<file path="src/rtl/rgd_pkg.sv">
package rgd_pkg;
  localparam int unsigned MIN_BITS = 2;
  localparam int unsigned MAX_BITS = 4;

  // first line index of the stage that carries 2^k lines
  function automatic int unsigned stage_base(input int unsigned k);
    return (1 << k) - 2;
  endfunction

  // total decoded lines over all stages for n code bits
  function automatic int unsigned total_lines(input int unsigned n);
    return (1 << (n + 1)) - 2;
  endfunction
endpackage

</file>
<file path="src/rtl/rgd_feynman.sv">
module rgd_feynman (
  input  logic a,
  input  logic b,
  output logic p,
  output logic q
);
  assign p = a;
  assign q = a ^ b;
endmodule

</file>
<file path="src/rtl/rgd_dfeynman.sv">
module rgd_dfeynman (
  input  logic a,
  input  logic b,
  input  logic c,
  output logic p,
  output logic q,
  output logic r
);
  assign p = a;
  assign q = a ^ b;
  assign r = a ^ c;
endmodule

</file>
<file path="src/rtl/rgd_bvf.sv">
module rgd_bvf (
  input  logic a,
  input  logic b,
  input  logic c,
  input  logic d,
  output logic p,
  output logic q,
  output logic r,
  output logic s
);
  assign p = a;
  assign q = a ^ b;
  assign r = c;
  assign s = c ^ d;
endmodule

</file>
<file path="src/rtl/rgd_fredkin.sv">
module rgd_fredkin (
  input  logic a,
  input  logic b,
  input  logic c,
  output logic p,
  output logic q,
  output logic r
);
  assign p = a;
  assign q = a ? c : b;
  assign r = a ? b : c;

  always_comb begin

    swap_weight_chk: assert ($countones({p, q, r}) == $countones({a, b, c}))
      else $error("controlled swap changed the number of ones");
  end
endmodule

</file>
<file path="src/rtl/rgd_copier.sv">
module rgd_copier #(
  parameter int unsigned NC = 4
) (
  input  logic          src,
  output logic [NC-1:0] dup
);
  localparam int unsigned NG = NC / 2 - 1;

  logic [NG:0] pass;
  assign pass[0] = src;

  for (genvar i = 0; i < NG; i++) begin : g_tap
    rgd_dfeynman u_tap (
      .a(pass[i]), .b(1'b0), .c(1'b0),
      .p(pass[i+1]), .q(dup[2*i]), .r(dup[2*i+1])
    );
  end

  rgd_feynman u_tail (
    .a(pass[NG]), .b(1'b0),
    .p(dup[NC-2]), .q(dup[NC-1])
  );

  always_comb begin

    copies_chk: assert (dup == {NC{src}})
      else $error("mode line copies disagree");
  end
endmodule

</file>
<file path="src/rtl/rgd_core.sv">
module rgd_core (
  input  logic       sel0,
  input  logic       m0,
  input  logic       m1,
  output logic [1:0] lines,
  output logic [2:0] waste
);
  logic s_pos, s_neg;

  rgd_dfeynman u_split (
    .a(sel0), .b(1'b0), .c(1'b1),
    .p(waste[0]), .q(s_pos), .r(s_neg)
  );

  rgd_bvf u_pol (
    .a(m0), .b(s_pos), .c(m1), .d(s_neg),
    .p(waste[1]), .q(lines[1]), .r(waste[2]), .s(lines[0])
  );

  always_comb begin

    complement_chk: assert (lines[0] != lines[1])
      else $error("first stage lines not complementary");
  end
endmodule

</file>
<file path="src/rtl/dualpol_decoder.sv">
module dualpol_decoder #(
  parameter int unsigned N = 4
) (
  input  logic [N-1:0]      code,
  input  logic              pol_low,
  output logic [(1<<N)-1:0] y,
  output logic [N+1:0]      junk
);
  import rgd_pkg::*;

  localparam int unsigned W   = 1 << N;
  localparam int unsigned TOT = total_lines(N);

  logic [W-1:0]   mcopy;
  logic [TOT-1:0] lines;

  rgd_copier #(.NC(W)) u_copier (
    .src(pol_low),
    .dup(mcopy)
  );

  rgd_core u_core (
    .sel0(code[0]),
    .m0(mcopy[0]),
    .m1(mcopy[1]),
    .lines(lines[1:0]),
    .waste(junk[2:0])
  );

  for (genvar k = 1; k < N; k++) begin : g_rank
    localparam int unsigned LW = 1 << k;
    localparam int unsigned IB = stage_base(k);
    localparam int unsigned OB = stage_base(k + 1);

    logic [LW:0] sel;
    assign sel[0] = code[k];

    for (genvar j = 0; j < LW; j++) begin : g_swap
      rgd_fredkin u_swap (
        .a(sel[j]),
        .b(lines[IB+j]),
        .c(mcopy[LW+j]),
        .p(sel[j+1]),
        .q(lines[OB+j]),
        .r(lines[OB+j+LW])
      );
    end

    assign junk[2+k] = sel[LW];
  end

  assign y = lines[TOT-1 -: W];

  always_comb begin

    level_count_chk: assert ($countones(y) == (pol_low ? W - 1 : 1))
      else $error("wrong number of asserted lines");

    picked_line_chk: assert (y[code] == !pol_low)
      else $error("selected line at wrong level");
  end
endmodule

</file>
<file path="config.mk">
export PLATFORM = sky130hd
export DESIGN_NAME = dualpol_decoder
export DESIGN_NICKNAME = d
export VERILOG_FILES = /design/src/rtl/rgd_pkg.sv /design/src/rtl/rgd_feynman.sv /design/src/rtl/rgd_dfeynman.sv /design/src/rtl/rgd_bvf.sv /design/src/rtl/rgd_fredkin.sv /design/src/rtl/rgd_copier.sv /design/src/rtl/rgd_core.sv /design/src/rtl/dualpol_decoder.sv
export SDC_FILE = /design/constraint.sdc
export NUM_CORES = 1
export LEC_CHECK = 0
export BUFFER_PORTS_ARGS = -buffer_cell sky130_fd_sc_hd__buf_2
export CORE_UTILIZATION = 33
export DETAILED_ROUTE_END_ITERATION = 7
export PLACE_DENSITY_LB_ADDON = 0.08
export REMOVE_ABC_BUFFERS = 1
export SLEW_MARGIN = 20
export SYNTH_ARGS = -nofsm -noshare
export SYNTH_HDL_FRONTEND = slang
export SYNTH_HIERARCHICAL = 1
export SYNTH_SLANG_ARGS = --single-unit
export TNS_END_PERCENT = 10
</file>
<file path="constraint.sdc">
create_clock -name vclk -period 7.45
set_clock_uncertainty 0.05 [all_clocks]
set_input_delay 1.49 -clock vclk [all_inputs]
set_output_delay 1.49 -clock vclk [all_outputs]
set_load 0.1 [all_outputs]
</file>
==> metrics.md, run 1 <==
| Metric | Value |
|---|---|
| Initial cell density of the core | approximately 36% |
| Grt total ovfl | 0 |
| PwrDens | 252 nW/µm² |
| Layout cells sized above 1 | between 60% and 70% |
| First-pass GRT wire length | 1.56 mm |
| Crit path kind | primary input to primary output |
| Vias in the first global route | approximately 330 |
| I/O pin count | 27 |
| Antenna violations before repair | 0 |
| Die span in x | between 50 and 60 µm |
| WP data required | 5910 ps |
| Register area | 0 µm² |
| Drt via density | between 3 and 4 |
| Slowest stage cell on the critical path | buf_2 |
| GP Congestion | roughly 0.57 |
| Peak supply drop | between 0.1 and 0.15 mV |
| Most common cell in the netlist | buf_4 |
| Wire per inst | 7.91 µm |
| Largest cells by area after synthesis | buf_4, mux2_2, xor2_1, conb_1 |
| DR iter-0 viols | 4 |
| Final TNS setup | 0 ps |
| Die area | roughly 2700 µm² |
| Core Area | 2280 µm² |
| DRC | 0 |
| Fillers | ~250 |
| Endpoints failing setup | 0 |
| Max cap viols | 0 |
| HPWL after DPL | about 770 µm |
| Hold crit path type | primary input to primary output |
| Yosys top cell by area | buf_4 |
| GRT Util Overall | 7.07% |
| Yosys Warn Count | 6 |
| FP Rows | 17 |
| Post-cts gate resize count | 0 |
| RSZ-0062 raised after global routing | false |
| Arr. time, crit path | roughly 3300 ps |
| Number of port buffers | 27 |
| CTS Hold Bufs | 0 |
| CP Max Fanout | 17 |
| Chip height | between 50 and 60 µm |
| Top cell type's share of synthesized area | 40.1% |
| Outcome | finished clean |
| Routed WL | 941 µm |
| Crit. End Element | primary output |
| Number of routed nets with antenna violations | 0 |
| CP bufs+invs | 2 |
| CLK BUF | 0 |
| Final net count | 98 |
| Worst Setup Start Kind | primary input |
| Leakage | 0.352 nW |
| Final Hold Fails | 0 |
| Seq/Total Area, Yosys | 0% |
| Setup Fix Bufs, Post-CTS | 0 |
| Syn avg cell area | 8.76 µm² |
| Crit path max-delay family | multiplexers |
| Total chip power | 0.180 mW |
| Crit path time final | 4870 ps |
| Fin crit share | between 60% and 70% |
| Drt first pass iters | 2 |
| Most common library cells after synthesis | buf_4, mux2_2, xor2_1 |
| Antenna Cells | 0 |
| Crit-path max cell delay | 360 ps |
| Via count | around 450 |
| Final Slew Violations | 0 |
| Netlist cell types | 4 |
| Largest net degree at the start of global routing | 18 |
| P&R area growth vs syn | -13.1% |
| Most common cell on crit path | mux2_2 |
| Gate count after technology mapping | 94 |
| Seq cells | 0 |
| CP Cell Sequence | buf_2 > xor2_1 > xor2_1 > mux2_2 > mux2_2 > mux2_2 > buf_2 |
| Max Fclk | about 200 MHz |
| Synthesized area | roughly 820 µm² |
-- metal layers --
metal | global-route usage (%) | routed length, µm | up-vias
met5 | 0 | 0 | -
met4 | 0 | 0 | 0
met3 | 0 | 55 | 0
met2 | 10.9 | 411 | 15
met1 | 11.3 | 474 | 188
li1 | - | - | 242
-- cell type report --
class                      instances  area [µm²]  area share, %
tap                               28        35.0           4.90
multi-input combinational         64         546           76.2
timing repair buffer              27         135           18.9
-- logic make-up after synthesis --
kind of cell | share of synthesized area [%]
xor+xnor | 20.2
buf+inv | 40.1
mux | 38.3
other cells | 1.37
-- report_power, final --
| group | switching (mW) | total, mW | internal (mW) |
|---|---|---|---|
| Combinational | 0.144 | 0.180 | 0.0359 |
| Sequential | 0 | 0 | 0 |
| Clock | 0 | 0 | 0 |
| Total | 0.144 | 0.180 | 0.0359 |
-- cell usage in the layout (no fill, tap or decap) --
master	synthesis	routed
mux2_2	28	28
buf_2	0	27
xor2_1	19	19
conb_1	3	17
-- through the flow --
step | hold WS [ps] | utilization [%] | instance area [µm²] | worst slack [ps] | std cells
floorplan | 2930 | - | 546 | 1680 | 64
global placement | 3340 | 31.4 | 716 | 2570 | 119
detailed placement | 3350 | 31.4 | 716 | 2560 | 119
CTS | 3350 | 31.4 | 716 | 2550 | 119
global route | 3350 | 31.4 | 716 | 2460 | 119
finish | 3340 | 31.4 | 716 | 2580 | 119
-- worst paths after layout --
path                start  endpoint  depth (start not counted)
setup / recovery  pol_low     y[10]                          7
hold / removal    code[0]   junk[0]                          2
No activity file was read; power rests on OpenSTA's default activity.
==> run 2: changes to the inputs <==
==> constraint.sdc (replaced) <==
create_clock -name vclk -period 5.1
set_clock_uncertainty 0.05 [all_clocks]
set_input_delay 1.02 -clock vclk [all_inputs]
set_output_delay 1.02 -clock vclk [all_outputs]
set_load 0.1 [all_outputs]
==> run 2 against run 1 <==
Compared with the run above:
- critical path depth is the same
- clock-buffer cell count is the same
- sequential share of layout area is the same
- flip-flop and latch count is the same
- utilization is the same
- routed wire length grew 3.0%
- cell count is the same
- hold slack lost 940 ps
- largest cell class unchanged
==> metrics.md, run 2 (synthesized netlist as in run 1, its figures left out) <==
| Metric | Value |
|---|---|
| Worst Setup Start Kind | primary input |
| WL met1 | 511 µm (+7.8%) |
| Via count | 443 (-0.45%) |
| CP Max Fanout | 17 (unchanged) |
| Commonest cells after routing, fill and taps aside | mux2_2, buf_2, xor2_1 |
| Seq cells | 0 (unchanged) |
| Internal | 0.0524 mW (+46%) |
| P_sw | 0.211 mW (+46%) |
| Number of routed nets with antenna violations | 0 (unchanged) |
| Core Area | 2280 µm² (unchanged) |
| Die area | 2700 µm² (unchanged) |
| Die span in x | 52.0 µm (unchanged) |
| Outcome | finished clean |
| PwrDens | 368 nW/µm² (+46%) |
| CP Cell Sequence | buf_2 > xor2_1 > xor2_1 > mux2_2 > mux2_2 > mux2_2 > buf_2 |
| Most common cell on crit path | mux2_2 |
| Register area | 0 µm² (unchanged) |
| Number of port buffers | 27 (unchanged) |
| DRC | 0 (unchanged) |
| Length of routed met2 wiring | 407 µm (-0.97%) |
| DR top layer | met3 |
| Reg power frac | 0% (unchanged) |
| Fin worst setup slack | 1180 ps (-1400 ps) |
| Endpoints failing setup | 0 (unchanged) |
| HPWL after DPL | 798 µm (+4.1%) |
| Drt via density | 3.72 (-0.45%) |
| Fin crit share | between 70% and 80% |
| Final net count | 98 (unchanged) |
| WP data required | 4030 ps (-1880 ps) |
| First-pass GRT wire length | 1.72 mm (+10%) |
| Crit. End Element | primary output |
| Peak supply drop | 0.147 mV (+47%) |
| Sw Share | 80.1% (about the same) |
| Vias in the first global route | 405 (+21%) |
| Hold depth | 2 (unchanged) |
| Setup Fix Bufs, Post-CTS | 0 (unchanged) |
| I/O pin count | 27 (unchanged) |
| P&R area growth vs syn | -13.1% (unchanged) |
| Wire per inst | 8.14 µm (+3.0%) |
| Min-Delay Endpoint | junk[0] |
| FP Rows | 17 (unchanged) |
| Fillers | 259 (+2.4%) |
| Clk pwr share | 0% (unchanged) |
| Post-cts gate resize count | 0 (unchanged) |
| Final Slew Violations | 0 (unchanged) |
| Routed WL | 969 µm (+3.0%) |
| Max cap viols | 0 (unchanged) |
| CLK BUF | 0 (unchanged) |
| Largest net degree at the start of global routing | 18 (unchanged) |
| Chip height | 52.0 µm (unchanged) |
| Crit path time final | 3920 ps |
| Grt total ovfl | 0 (unchanged) |
| Crit-path max cell delay | 350 ps (about the same) |
| Share of the core filled with cells | 31.4% (unchanged) |
| Final TNS setup | 0 ps (unchanged) |
| Commonest non-fill, non-tap cell in the layout | mux2_2 |
| Arr. time, crit path | 2850 ps (-480 ps) |
| Met3 WL post-DR | 51 µm (-7.3%) |
| DR iter-0 viols | 1 (-3) |
| Min-delay src | code[0] |
| Drt first pass iters | 2 (unchanged) |
| Total chip power | 0.263 mW (+46%) |
| Placement Cell Area | 716 µm² (unchanged) |
| GP Congestion | 0.544 (-4.1%) |
| Crit path kind | primary input to primary output |
| Final Instance Area | 716 µm² (unchanged) |
| Layout cells sized above 1 | 60.4% (unchanged) |
| Leakage | 0.352 nW (unchanged) |
| Initial cell density of the core | 36.2% (unchanged) |
| Logic pwr share | 100.0% (about the same) |
| Antenna Cells | 0 (unchanged) |
| CTS Hold Bufs | 0 (unchanged) |
| GRT Util Overall | 7.79% (+0.72 points) |
| Final Hold Fails | 0 (unchanged) |
| Pre-CTS WS | 1150 ps (-1410 ps) |
| Antenna violations before repair | 0 (unchanged) |
| Max Fclk | between 200 and 300 MHz |
| Slowest stage cell on the critical path | buf_2 |
| RSZ-0062 raised after global routing | false |
| Hold crit path type | primary input to primary output |
==> run 2: cell counts in the layout (fill, tap and decap cells not counted) <==
No cell type changed its count.
==> run 2: how the worst max path moves through the flow <==
stage | slack (ps) | to | depth (start not counted) | start
final | 1180 | y[14] | 7 | pol_low
after CTS | 1140 | y[10] | 7 | pol_low
after floorplan | 270 | y[14] | 5 | pol_low
after global routing | 1070 | y[6] | 7 | pol_low
after global placement | 1160 | y[14] | 7 | pol_low
after detailed placement | 1150 | y[10] | 7 | pol_low
==> run 2: through the flow <==
stage | hold WS, ps | std cells
detailed placement | 2410 | 119
CTS | 2410 | 119
floorplan | 1990 | 64
global placement | 2400 | 119
global route | 2410 | 119
finish | 2400 | 119
==> run 2: area by class of cell <==
cell class         count  area [µm²]  area share, %
multi-input cells     64         546           76.2
repair buffers        27         135           18.9
well taps             28        35.0           4.90
==> run 2: routing by layer <==
layer | track usage, % | up-vias
met2 | 12.8 | 15
met5 | 0 | -
met4 | 0 | 0
met1 | 11.9 | 186
met3 | 0 | 0
li1 | - | 242
==> run 2: power groups by stage <==
stage	registers (mW)	logic, mW	clock network [mW]
detailed placement	0	0.265	0
global route	0	0.275	0
floorplan	0	0.219	0
CTS	0	0.265	0
global placement	0	0.264	0
finish	0	0.263	0
==> run 2: critical path, delay by kind of cell <==
kind | cells | cell delay, ps
xor+xnor | 2 | 360
mux | 3 | 810
buf+inv | 2 | 640
==> run 3: changes to the inputs <==
==> constraint.sdc (replaced) <==
create_clock -name vclk -period 3.6
set_clock_uncertainty 0.05 [all_clocks]
set_input_delay 0.72 -clock vclk [all_inputs]
set_output_delay 0.72 -clock vclk [all_outputs]
set_load 0.1 [all_outputs]
==> run 3 against run 2 <==
Compared with the run above:
- combinational power up 42%
- cell area up 1.0%
- worst setup slack worse by 700 ps
- die area unchanged
- clock-buffer cell count unchanged
- largest power group unchanged
==> metrics.md, run 3 (synthesized netlist as in run 1, its figures left out) <==
| Metric | Value |
|---|---|
| Outcome | finished clean |
| Final Hold Fails | 0 (unchanged) |
| Sw Share | 79.9% (-0.21 points) |
| Fillers | 251 (-3.1%) |
| Via count | 457 (+3.2%) |
| Routed WL | 932 µm (-3.8%) |
| Crit. End Element | primary output |
| Number of routed nets with antenna violations | 0 (unchanged) |
| Largest net degree at the start of global routing | 18 (unchanged) |
| CP Max Fanout | 7 (-10) |
| Final Instance Area | 723 µm² (+1.0%) |
| P&R area growth vs syn | -12.2% |
| Layout cells sized above 1 | 60.9% (+0.43 points) |
| GP Congestion | 0.608 (+12%) |
| PwrDens | 516 nW/µm² (+40%) |
| Non-Filler Instances | 120 (+0.84%) |
| Endpoints failing setup | 0 (unchanged) |
| Reg power frac | 0% (unchanged) |
| Leakage | 0.357 nW (+1.4%) |
| DRC | 0 (unchanged) |
| HPWL after DPL | 812 µm (+1.8%) |
| Commonest cells after routing, fill and taps aside | mux2_2, buf_2, xor2_1 |
| Antenna violations before repair | 0 (unchanged) |
| Drt via density | 3.81 (+2.3%) |
| Peak supply drop | 0.209 mV (+42%) |
| Internal | 0.0751 mW (+43%) |
| Arr. time, crit path | 2350 ps (-500 ps) |
| P_sw | 0.298 mW (+41%) |
| CTS Hold Bufs | 0 (unchanged) |
| Crit path time final | 3120 ps |
| Vias in the first global route | 371 (-8.4%) |
| Max Fclk | ~320 MHz |
| Placed Instances | 120 (+0.84%) |
| CLK BUF | 0 (unchanged) |
| Crit path kind | primary input to primary output |
| Drt first pass iters | 1 (-1) |
| Total chip power | 0.373 mW (+42%) |
| Die area | 2700 µm² (unchanged) |
| Seq cells | 0 (unchanged) |
| Clk pwr share | 0% (unchanged) |
| Core Area | 2280 µm² (unchanged) |
| Grt total ovfl | 0 (unchanged) |
| RSZ-0062 raised after global routing | false |
| Antenna Cells | 0 (unchanged) |
| Chip height | 52.0 µm (unchanged) |
| Setup Fix Bufs, Post-CTS | 0 (unchanged) |
| Fin crit share | roughly 87% |
| Register area | 0 µm² (unchanged) |
| Final TNS setup | 0 ps (unchanged) |
| WP data required | 2830 ps (-1200 ps) |
| Commonest non-fill, non-tap cell in the layout | mux2_2 |
| Die span in x | 52.0 µm (unchanged) |
| Worst Setup Start Kind | primary input |
| Max cap viols | 0 (unchanged) |
| Placement Cell Area | 723 µm² (+1.0%) |
| Post-cts gate resize count | 0 (unchanged) |
| Wire per inst | 7.77 µm (-4.6%) |
| GRT Util Overall | 7.07% (-0.72 points) |
| Logic pwr share | 100.0% (about the same) |
| Number of port buffers | 27 (unchanged) |
| DR iter-0 viols | 0 (-1) |
| Hold crit path type | primary input to primary output |
| Final net count | 99 (+1.0%) |
| Final Slew Violations | 0 (unchanged) |
| I/O pin count | 27 (unchanged) |
| First-pass GRT wire length | 1.53 mm (-11%) |
| FP Rows | 17 (unchanged) |
| Initial cell density of the core | 36.2% (unchanged) |
==> run 3: changes by cell type in the layout (fill, tap and decap cells not counted), sizes merged <==
cell and delta:
buf +1
==> run 3: final timing paths <==
check	from	to	slack, ps	cells after the start
min	code[0]	junk[0]	1800	2
max	pol_low	y[13]	480	7
==> run 3: area by class of cell <==
cell class	count	area, µm²	area share (%)
multi-input combinational	64	546	75.4
timing repair buffer	28	143	19.7
tap	28	35.0	4.84
==> run 3: per-layer routing <==
metal	vias to the layer above	part of all wire [%]	global-route usage [%]
li1	244	-	-
met1	198	48	9.79
met2	15	45	12.8
met3	0	6.4	0
met4	0	0	0
met5	-	0	0
==> run 3: power groups by stage <==
stage / combinational (mW) / sequential [mW] / clock (mW)
after floorplan: 0.310 / 0 / 0
after global placement: 0.374 / 0 / 0
after detailed placement: 0.375 / 0 / 0
after CTS: 0.376 / 0 / 0
after global routing: 0.389 / 0 / 0
final: 0.373 / 0 / 0
==> run 3: per-stage QoR <==
step                utilization, %  worst slack, ps  hold WS (ps)
finish                        31.8              480          1800
detailed placement            31.8              461          1800
global route                  31.8              375          1810
global placement              31.8              454          1800
CTS                           31.8              455          1800
floorplan                        -             -631          1390
==> run 3: critical path, stage by stage <==
cell and delay, ps:
buf_2 190, xor2_1 220, xor2_1 110, mux2_2 280
mux2_2 280, mux2_2 260, buf_2 290
